==> config.mk <==
export PLATFORM = sky130hd
export DESIGN_NAME = ldst_lane_unit
export DESIGN_NICKNAME = d
export VERILOG_FILES = /design/src/rtl/ldst_pkg.sv /design/src/rtl/ldst_decoder.sv /design/src/rtl/ldst_store_lane.sv /design/src/rtl/ldst_load_lane.sv /design/src/rtl/ldst_resv.sv /design/src/rtl/ldst_lane_unit.sv
export SDC_FILE = /design/constraint.sdc
export NUM_CORES = 1
export LEC_CHECK = 0
export BUFFER_PORTS_ARGS = -buffer_cell sky130_fd_sc_hd__buf_2
export CAP_MARGIN = 20
export CORE_MARGIN = 10
export CORE_UTILIZATION = 35
export CTS_CLUSTER_SIZE = 8
export DETAILED_ROUTE_END_ITERATION = 8
export GPL_TIMING_DRIVEN = 0
export SLEW_MARGIN = 30
export SYNTH_ARGS = -nofsm -noshare
export SYNTH_HDL_FRONTEND = slang
export SYNTH_SLANG_ARGS = --single-unit
==> constraint.sdc <==
create_clock -name clk -period 7.6 [get_ports clk]
set_clock_uncertainty 0.2 [all_clocks]
set_input_delay 0.76 -clock clk [delete_from_list [all_inputs] [get_ports clk]]
set_output_delay 0.76 -clock clk [all_outputs]
set_load 0.005 [all_outputs]
==> src/rtl/ldst_pkg.sv <==
package ldst_pkg;

  typedef enum logic [1:0] {
    SZ_BYTE = 2'd0,
    SZ_HALF = 2'd1,
    SZ_WORD = 2'd2
  } acc_size_e;

  typedef enum logic [1:0] {
    VAR_PLAIN = 2'd0,
    VAR_REV   = 2'd1,
    VAR_EXT   = 2'd2,
    VAR_EXCL  = 2'd3
  } acc_var_e;

  typedef struct packed {
    logic      legal;
    logic      is_load;
    logic      is_store;
    logic      imm_form;
    acc_size_e size;
    acc_var_e  variant;
    logic [4:0]  rd_idx;
    logic [15:0] imm;
  } acc_dec_t;

  localparam logic [10:0] FN_PLAIN = 11'h000;
  localparam logic [10:0] FN_REV   = 11'h200;
  localparam logic [10:0] FN_EXT   = 11'h080;
  localparam logic [10:0] FN_EXCL  = 11'h400;

endpackage

==> src/rtl/ldst_decoder.sv <==
module ldst_decoder
  import ldst_pkg::*;
(
  input  logic [31:0] instr,
  output acc_dec_t    dec
);

  logic [5:0]  opc;
  logic [10:0] fn;
  logic        reg_form;
  logic        unused_ra_field;

  assign opc = instr[31:26];
  assign fn  = instr[10:0];
  assign unused_ra_field = ^instr[20:16];

  always_comb begin
    dec          = '0;
    dec.size     = SZ_WORD;
    dec.variant  = VAR_PLAIN;
    dec.rd_idx   = instr[25:21];
    dec.imm      = instr[15:0];
    reg_form     = 1'b0;
    unique case (opc)
      6'b110000: begin dec.is_load  = 1'b1; dec.size = SZ_BYTE; reg_form = 1'b1; end
      6'b110001: begin dec.is_load  = 1'b1; dec.size = SZ_HALF; reg_form = 1'b1; end
      6'b110010: begin dec.is_load  = 1'b1; dec.size = SZ_WORD; reg_form = 1'b1; end
      6'b110100: begin dec.is_store = 1'b1; dec.size = SZ_BYTE; reg_form = 1'b1; end
      6'b110101: begin dec.is_store = 1'b1; dec.size = SZ_HALF; reg_form = 1'b1; end
      6'b110110: begin dec.is_store = 1'b1; dec.size = SZ_WORD; reg_form = 1'b1; end
      6'b111000: begin dec.is_load  = 1'b1; dec.size = SZ_BYTE; dec.imm_form = 1'b1; end
      6'b111001: begin dec.is_load  = 1'b1; dec.size = SZ_HALF; dec.imm_form = 1'b1; end
      6'b111010: begin dec.is_load  = 1'b1; dec.size = SZ_WORD; dec.imm_form = 1'b1; end
      6'b111100: begin dec.is_store = 1'b1; dec.size = SZ_BYTE; dec.imm_form = 1'b1; end
      6'b111101: begin dec.is_store = 1'b1; dec.size = SZ_HALF; dec.imm_form = 1'b1; end
      6'b111110: begin dec.is_store = 1'b1; dec.size = SZ_WORD; dec.imm_form = 1'b1; end
      default: ;
    endcase

    if (dec.imm_form) begin
      dec.legal = 1'b1;
    end else if (reg_form) begin
      unique case (fn)
        FN_PLAIN: begin dec.legal = 1'b1; dec.variant = VAR_PLAIN; end
        FN_REV:   begin dec.legal = 1'b1; dec.variant = VAR_REV;   end
        FN_EXT:   begin dec.legal = 1'b1; dec.variant = VAR_EXT;   end
        FN_EXCL:  begin
          dec.variant = VAR_EXCL;
          dec.legal   = dec.is_store && (dec.size == SZ_WORD);
        end
        default: ;
      endcase
    end

    if (!dec.legal) begin
      dec.is_load  = 1'b0;
      dec.is_store = 1'b0;
    end
  end

  always_comb begin
    assert_illegal_no_access_R10: assert (dec.legal || (!dec.is_load && !dec.is_store));
    assert_one_kind_R1: assert ($onehot0({dec.is_load, dec.is_store}));
  end

endmodule

==> src/rtl/ldst_store_lane.sv <==
module ldst_store_lane
  import ldst_pkg::*;
#(
  parameter int DATA_W = 32,
  localparam int NBYTES = DATA_W / 8,
  localparam int OFF_W  = $clog2(NBYTES)
) (
  input  acc_size_e          size,
  input  logic               rev,
  input  logic [OFF_W-1:0]   off,
  input  logic [DATA_W-1:0]  rd_val,
  output logic [NBYTES-1:0]  be,
  output logic [DATA_W-1:0]  wdata
);

  logic [15:0]       half_src;
  logic [DATA_W-1:0] word_swap;
  logic [DATA_W-1:0] word_src;

  assign half_src = rev ? {rd_val[7:0], rd_val[15:8]} : rd_val[15:0];

  for (genvar j = 0; j < NBYTES; j++) begin : g_swap
    assign word_swap[8*j +: 8] = rd_val[DATA_W-1-8*j -: 8];
  end

  assign word_src = rev ? word_swap : rd_val;

  for (genvar i = 0; i < NBYTES; i++) begin : g_lane
    localparam int HI = DATA_W - 1 - 8 * i;
    logic [7:0] lane_d;
    logic       lane_e;
    always_comb begin
      unique case (size)
        SZ_BYTE: begin
          lane_d = rd_val[7:0];
          lane_e = (off == OFF_W'(i));
        end
        SZ_HALF: begin
          lane_d = (i % 2 == 0) ? half_src[15:8] : half_src[7:0];
          lane_e = (off[OFF_W-1:1] == (OFF_W-1)'(i / 2));
        end
        default: begin
          lane_d = word_src[HI -: 8];
          lane_e = 1'b1;
        end
      endcase
    end
    assign wdata[HI -: 8]     = lane_d;
    assign be[NBYTES-1-i]     = lane_e;
  end

endmodule

==> src/rtl/ldst_load_lane.sv <==
module ldst_load_lane
  import ldst_pkg::*;
#(
  parameter int DATA_W = 32,
  localparam int NBYTES = DATA_W / 8,
  localparam int OFF_W  = $clog2(NBYTES)
) (
  input  acc_size_e          size,
  input  logic               rev,
  input  logic [OFF_W-1:0]   off,
  input  logic [DATA_W-1:0]  rdata,
  output logic [DATA_W-1:0]  result
);

  logic [7:0]        byte_v;
  logic [15:0]       half_v;
  logic [DATA_W-1:0] word_swap;

  for (genvar j = 0; j < NBYTES; j++) begin : g_swap
    assign word_swap[8*j +: 8] = rdata[DATA_W-1-8*j -: 8];
  end

  always_comb begin
    byte_v = '0;
    half_v = '0;
    for (int i = 0; i < NBYTES; i++) begin
      if (off == OFF_W'(i)) byte_v = rdata[DATA_W-1-8*i -: 8];
    end
    for (int k = 0; k < NBYTES / 2; k++) begin
      if (off[OFF_W-1:1] == (OFF_W-1)'(k)) half_v = rdata[DATA_W-1-16*k -: 16];
    end
    unique case (size)
      SZ_BYTE: result = {{(DATA_W-8){1'b0}}, byte_v};
      SZ_HALF: result = rev ? {{(DATA_W-16){1'b0}}, half_v[7:0], half_v[15:8]}
                            : {{(DATA_W-16){1'b0}}, half_v};
      default: result = rev ? word_swap : rdata;
    endcase
  end

endmodule

==> src/rtl/ldst_resv.sv <==
module ldst_resv (
  input  logic clk,
  input  logic rst,
  input  logic set_i,
  input  logic clear_i,
  output logic flag_o
);

  always_ff @(posedge clk) begin
    if (rst)          flag_o <= 1'b0;
    else if (clear_i) flag_o <= 1'b0;
    else if (set_i)   flag_o <= 1'b1;
  end

  assert_clear_wins_R9: assert property (@(posedge clk) disable iff (rst)
    clear_i |=> !flag_o);
  assert_set_takes_R9: assert property (@(posedge clk) disable iff (rst)
    (set_i && !clear_i) |=> flag_o);

endmodule

==> src/rtl/ldst_lane_unit.sv <==
module ldst_lane_unit
  import ldst_pkg::*;
#(
  parameter int DATA_W = 32,
  localparam int NBYTES = DATA_W / 8,
  localparam int OFF_W  = $clog2(NBYTES),
  localparam int ADDR_W = 2 * DATA_W
) (
  input  logic              clk,
  input  logic              rst,
  input  logic              issue_valid,
  input  logic [31:0]       instr,
  input  logic [DATA_W-1:0] ra_val,
  input  logic [DATA_W-1:0] rb_val,
  input  logic [DATA_W-1:0] rd_val,
  input  logic              set_resv,
  input  logic [DATA_W-1:0] mem_rdata,
  output logic [ADDR_W-1:0] mem_addr,
  output logic [NBYTES-1:0] mem_be,
  output logic [DATA_W-1:0] mem_wdata,
  output logic              mem_we,
  output logic              mem_re,
  output logic              illegal,
  output logic              wb_en,
  output logic [4:0]        wb_rd,
  output logic [DATA_W-1:0] wb_data
);

  acc_dec_t          dec;
  logic              go, is_excl, is_rev, resv_flag;
  logic              we_next, re_next;
  logic [ADDR_W-1:0] ea;
  logic [OFF_W-1:0]  off;
  logic [NBYTES-1:0] st_be;
  logic [DATA_W-1:0] st_wdata;
  logic [DATA_W-1:0] ld_result;

  acc_size_e         size_q;
  logic              rev_q, ext_q;
  logic [OFF_W-1:0]  off_q;
  logic [4:0]        rd_q;

  ldst_decoder u_dec (.instr(instr), .dec(dec));

  assign go      = issue_valid && dec.legal;
  assign is_excl = (dec.variant == VAR_EXCL);
  assign is_rev  = (dec.variant == VAR_REV);

  ldst_resv u_resv (
    .clk(clk), .rst(rst), .set_i(set_resv),
    .clear_i(go && is_excl), .flag_o(resv_flag)
  );

  always_comb begin
    if (dec.imm_form)
      ea = {{DATA_W{1'b0}}, ra_val + {{(DATA_W-16){dec.imm[15]}}, dec.imm}};
    else if (dec.variant == VAR_EXT)
      ea = {ra_val, rb_val};
    else
      ea = {{DATA_W{1'b0}}, ra_val + rb_val};
  end

  assign off = ea[OFF_W-1:0];

  ldst_store_lane #(.DATA_W(DATA_W)) u_st (
    .size(dec.size), .rev(is_rev), .off(off), .rd_val(rd_val),
    .be(st_be), .wdata(st_wdata)
  );

  assign we_next = go && dec.is_store && (!is_excl || resv_flag);
  assign re_next = go && dec.is_load;

  always_ff @(posedge clk) begin
    if (rst) begin
      mem_addr  <= '0;
      mem_be    <= '0;
      mem_wdata <= '0;
      mem_we    <= 1'b0;
      mem_re    <= 1'b0;
      illegal   <= 1'b0;
      size_q    <= SZ_WORD;
      rev_q     <= 1'b0;
      ext_q     <= 1'b0;
      off_q     <= '0;
      rd_q      <= '0;
    end else begin
      mem_addr  <= ea;
      mem_be    <= (we_next || re_next) ? st_be : '0;
      mem_wdata <= st_wdata;
      mem_we    <= we_next;
      mem_re    <= re_next;
      illegal   <= issue_valid && !dec.legal;
      size_q    <= dec.size;
      rev_q     <= is_rev;
      ext_q     <= (dec.variant == VAR_EXT) && !dec.imm_form;
      off_q     <= off;
      rd_q      <= dec.rd_idx;
    end
  end

  ldst_load_lane #(.DATA_W(DATA_W)) u_ld (
    .size(size_q), .rev(rev_q), .off(off_q), .rdata(mem_rdata),
    .result(ld_result)
  );

  always_ff @(posedge clk) begin
    if (rst) begin
      wb_en   <= 1'b0;
      wb_rd   <= '0;
      wb_data <= '0;
    end else begin
      wb_en <= mem_re;
      if (mem_re) begin
        wb_rd   <= rd_q;
        wb_data <= ld_result;
      end
    end
  end

  assert_illegal_quiet_R10: assert property (@(posedge clk) disable iff (rst)
    illegal |-> (!mem_we && !mem_re));
  assert_wb_after_read_R11: assert property (@(posedge clk) disable iff (rst)
    mem_re |=> wb_en);
  assert_no_wb_without_read_R11: assert property (@(posedge clk) disable iff (rst)
    !mem_re |=> !wb_en);
  assert_byte_one_lane_R4: assert property (@(posedge clk) disable iff (rst)
    (mem_we && size_q == SZ_BYTE) |-> $countones(mem_be) == 1);
  assert_upper_addr_zero_R2: assert property (@(posedge clk) disable iff (rst)
    ((mem_we || mem_re) && !ext_q) |-> (mem_addr[ADDR_W-1:DATA_W] == '0));
  assert_excl_gated_R9: assert property (@(posedge clk) disable iff (rst)
    (go && is_excl && !resv_flag) |=> !mem_we);
  assert_idle_quiet_R12: assert property (@(posedge clk) disable iff (rst)
    !issue_valid |=> (!mem_we && !mem_re && !illegal && mem_be == '0));

endmodule

==> impl_metrics.env <==
export IMPL_status="complete, no violations"
export IMPL_clock_sinks=150
export IMPL_drt_wl_total_um=35610
export IMPL_tightest_slew_ns=0.9518
export IMPL_antenna_cells=0
export IMPL_hold_buffers=0
export IMPL_vias=9517
export IMPL_dp_slack_ns=3.463
export IMPL_ys_seq_area_share_pct=32.00
export IMPL_ioPinCount=305
export IMPL_finalCritPeriodShare_pct=48.99
export IMPL_hpwl_um=28870
export IMPL_antenna_found_initial=0
export IMPL_drc_errors=0
export IMPL_crit_path_cell_trace="buf_2, ha_1, fa_1, a21oi_1, o21ai_1, a21oi_2, o21ai_1, a311o_1, a21bo_2, a311oi_1, xor2_1, a211oi_1"
export IMPL_fin_crit_ns=3.723
export IMPL_grt_pass1_wl_um=53730
export IMPL_cp_required_ns=7.69
export IMPL_grt_use_total_pct=20.27
export IMPL_dominantRegCellSynth="dfxtp_1"
export IMPL_crit_path_start_kind="input port"
export IMPL_yosysWarnings=0
export IMPL_grt_overflow=0
export IMPL_clock_power_share_pct=38.3
export IMPL_ir_worst_vdd_mv=0.1116
export IMPL_p_switching_mw=0.7398
export IMPL_cts_resized=0
export IMPL_r2r_start="rev_q"
export IMPL_p_leak_nw=5.385
export IMPL_fin_area_um2=11900
export IMPL_path_common_cell="o21ai_1"
export IMPL_slowest_stage="a311o_1"
export IMPL_worstPathArrival_ns=3.81
export IMPL_combinationalPowerShare_pct=24.6
export IMPL_grt_max_degree=19
export IMPL_finish_net_count=1631
export IMPL_synthArstFlopShare_pct=0
export IMPL_cp_startpoint="instr[0]"
export IMPL_p_int_mw=1.513
export IMPL_ys_types=71
export IMPL_rsz0062_at_grt="no"
export IMPL_rows=59
export IMPL_drt_iter0_drc=758
export IMPL_clk_pin_slew_ns=0.07
export IMPL_root_buffer="clkbuf_16"
export IMPL_wl_per_cell_um=20.33
export IMPL_hold_class="register to register"
export IMPL_coreArea_um2=26210
export IMPL_drt_pass1_iter_count=5
export IMPL_die_w_um=183.7
export IMPL_via_per_inst=5.435
export IMPL_hp_start="rd_q[0]"
export IMPL_place_area_um2=11290
export IMPL_path_class="input port to register"
export IMPL_cts_max_level=4
export IMPL_cts_buffer_depth=2
export IMPL_syn_inst=1086
export IMPL_synth_net_count=1314
export IMPL_synth_edf_count=0
export IMPL_layout_drive_gt1_share_pct=28.04
export IMPL_max_stage_delay_ns=0.47
export IMPL_seqPwrFrac_pct=37.1
export IMPL_final_cell_mix="buf_2, dfxtp_1, nor2_1"
export IMPL_hold_viol_final=0
export IMPL_swShare_pct=32.84
export IMPL_post_route_util_pct=45.40
export IMPL_ys_ff_latch=150
export IMPL_powerDensity_nw_per_um2=189.3
export IMPL_critPathCaptureType="register"
export IMPL_initial_utilization_pct=35.81
export IMPL_max_cap_violations=0
export IMPL_max_slew_margin_pct=36.55
export IMPL_max_freq_mhz=268.6
export IMPL_setup_viol=0
export IMPL_avgSynthCellArea_um2=8.641
export IMPL_portBuffers=298
export IMPL_cts_setup_buffers=0
export IMPL_dieArea_um2=33760
export IMPL_report_final_slew_viol_count=0
export IMPL_cts_buffers=17
export IMPL_fin_setup_tns_ns=0
export IMPL_gp_congestion=0.9065
export IMPL_syn_area_um2=9384
export IMPL_die_y_um=183.7
export IMPL_ant_nets=0
export IMPL_fin_ws_ns=3.877
export IMPL_cts_tree="done"
export IMPL_clkLatencyLatePin_ns=0.42
export IMPL_grt_pass1_vias=9305
export IMPL_layout_commonest_cell="buf_2"
export IMPL_synthToLayoutAreaGrowth_pct=26.80
export IMPL_worstPathMaxFanout=4
-- cell type report --
cell class	instances	area (um^2)
flip-flops and latches	150	3003
well taps	335	419.2
fillers	2639	14310
repair buffers	298	1491
multi-input cells	866	6112
clock buffers	17	425.4
inverters	14	52.55
clock inverters	15	178.9
plain buffers	56	216.5
-- worst max-delay path: cells and delay by family --
| family | cells | cell delay, ns |
|---|---|---|
| compound gates | 8 | 2.15 |
| xor+xnor | 1 | 0.14 |
| fa+ha+maj | 2 | 0.64 |
| buf+inv | 1 | 0.11 |
-- synthesized netlist by cell type, types with 8 or more instances --
cell type	instances	area, um^2
a211oi_1	59	442.9
a21o_1	29	217.7
a21oi_1	95	475.5
a22oi_1	9	67.56
and2_1	39	244.0
and3_1	9	56.30
clkbuf_1	46	172.7
dfxtp_1	150	3003
ha_1	62	775.7
inv_1	14	52.55
mux2_2	24	270.3
mux2i_1	23	230.2
mux4_2	16	360.4
nand2_1	52	195.2
nand2b_1	8	50.05
nand3_1	16	80.08
nor2_1	142	533.0
nor2b_1	35	219.0
nor3_1	25	125.1
o21ai_0	31	155.2
o21ai_1	15	75.07
o21bai_1	10	75.07
o22ai_1	16	100.1
or3_1	10	62.56
xnor2_1	32	280.3
xor2_1	21	183.9
-- cell families (layout without fill, tap and decap cells) --
kind of cell / Yosys count / count (layout) / synth area share, %
and+or+nand+nor: 366 / 366 / 19.16
AOI/OAI and AO/OA: 319 / 319 / 23.01
DFF: 150 / 150 / 32.00
buffers and inverters: 70 / 400 / 2.867
adders and majority gates: 64 / 64 / 8.693
muxes: 64 / 64 / 9.320
xor gates and xnor gates: 53 / 53 / 4.947
-- sequential cells by signal (all words and copies together), names as in the netlist --
name           flops
mem_re             1
mem_we             1
mem_addr          64
illegal            1
wb_en              1
u_resv.flag_o      1
wb_rd              5
rd_q               5
size_q             2
mem_be             4
mem_wdata         32
rev_q              1
wb_data           32
-- through the flow --
step,hold slack (ns),total power [mW],cells
global placement,0.2464,1.399,1719
finish,0.2711,2.253,1751
floorplan,0.2404,1.204,1086
global route,0.3159,2.360,1751
detailed placement,0.2630,1.401,1719
CTS,0.2760,2.268,1751
-- per-layer routing --
| metal | share of wire (%) | GRT usage, % |
|---|---|---|
| met5 | 0 | 0 |
| met4 | 2.2 | 5.867 |
| met3 | 7.4 | 4.308 |
| met2 | 48 | 34.23 |
| met1 | 43 | 25.42 |
-- power groups by stage --
stage / logic (mW) / registers [mW] / clock network [mW]
floorplan: 0.346 / 0.858 / 0
global placement: 0.547 / 0.853 / 0
detailed placement: 0.547 / 0.854 / 0
CTS: 0.552 / 0.836 / 0.880
global route: 0.612 / 0.839 / 0.909
finish: 0.555 / 0.836 / 0.862
-- worst paths after layout --
check                                    end  slack, ns  depth (start not counted)
worst max-delay path            mem_addr[22]       3.88                         12
worst min-delay path                wb_rd[0]       0.27                          2
worst max register to register   wb_data[10]       4.87                          6
worst min register to register      wb_rd[0]       0.27                          2
Power figures use the tool's default switching activity.
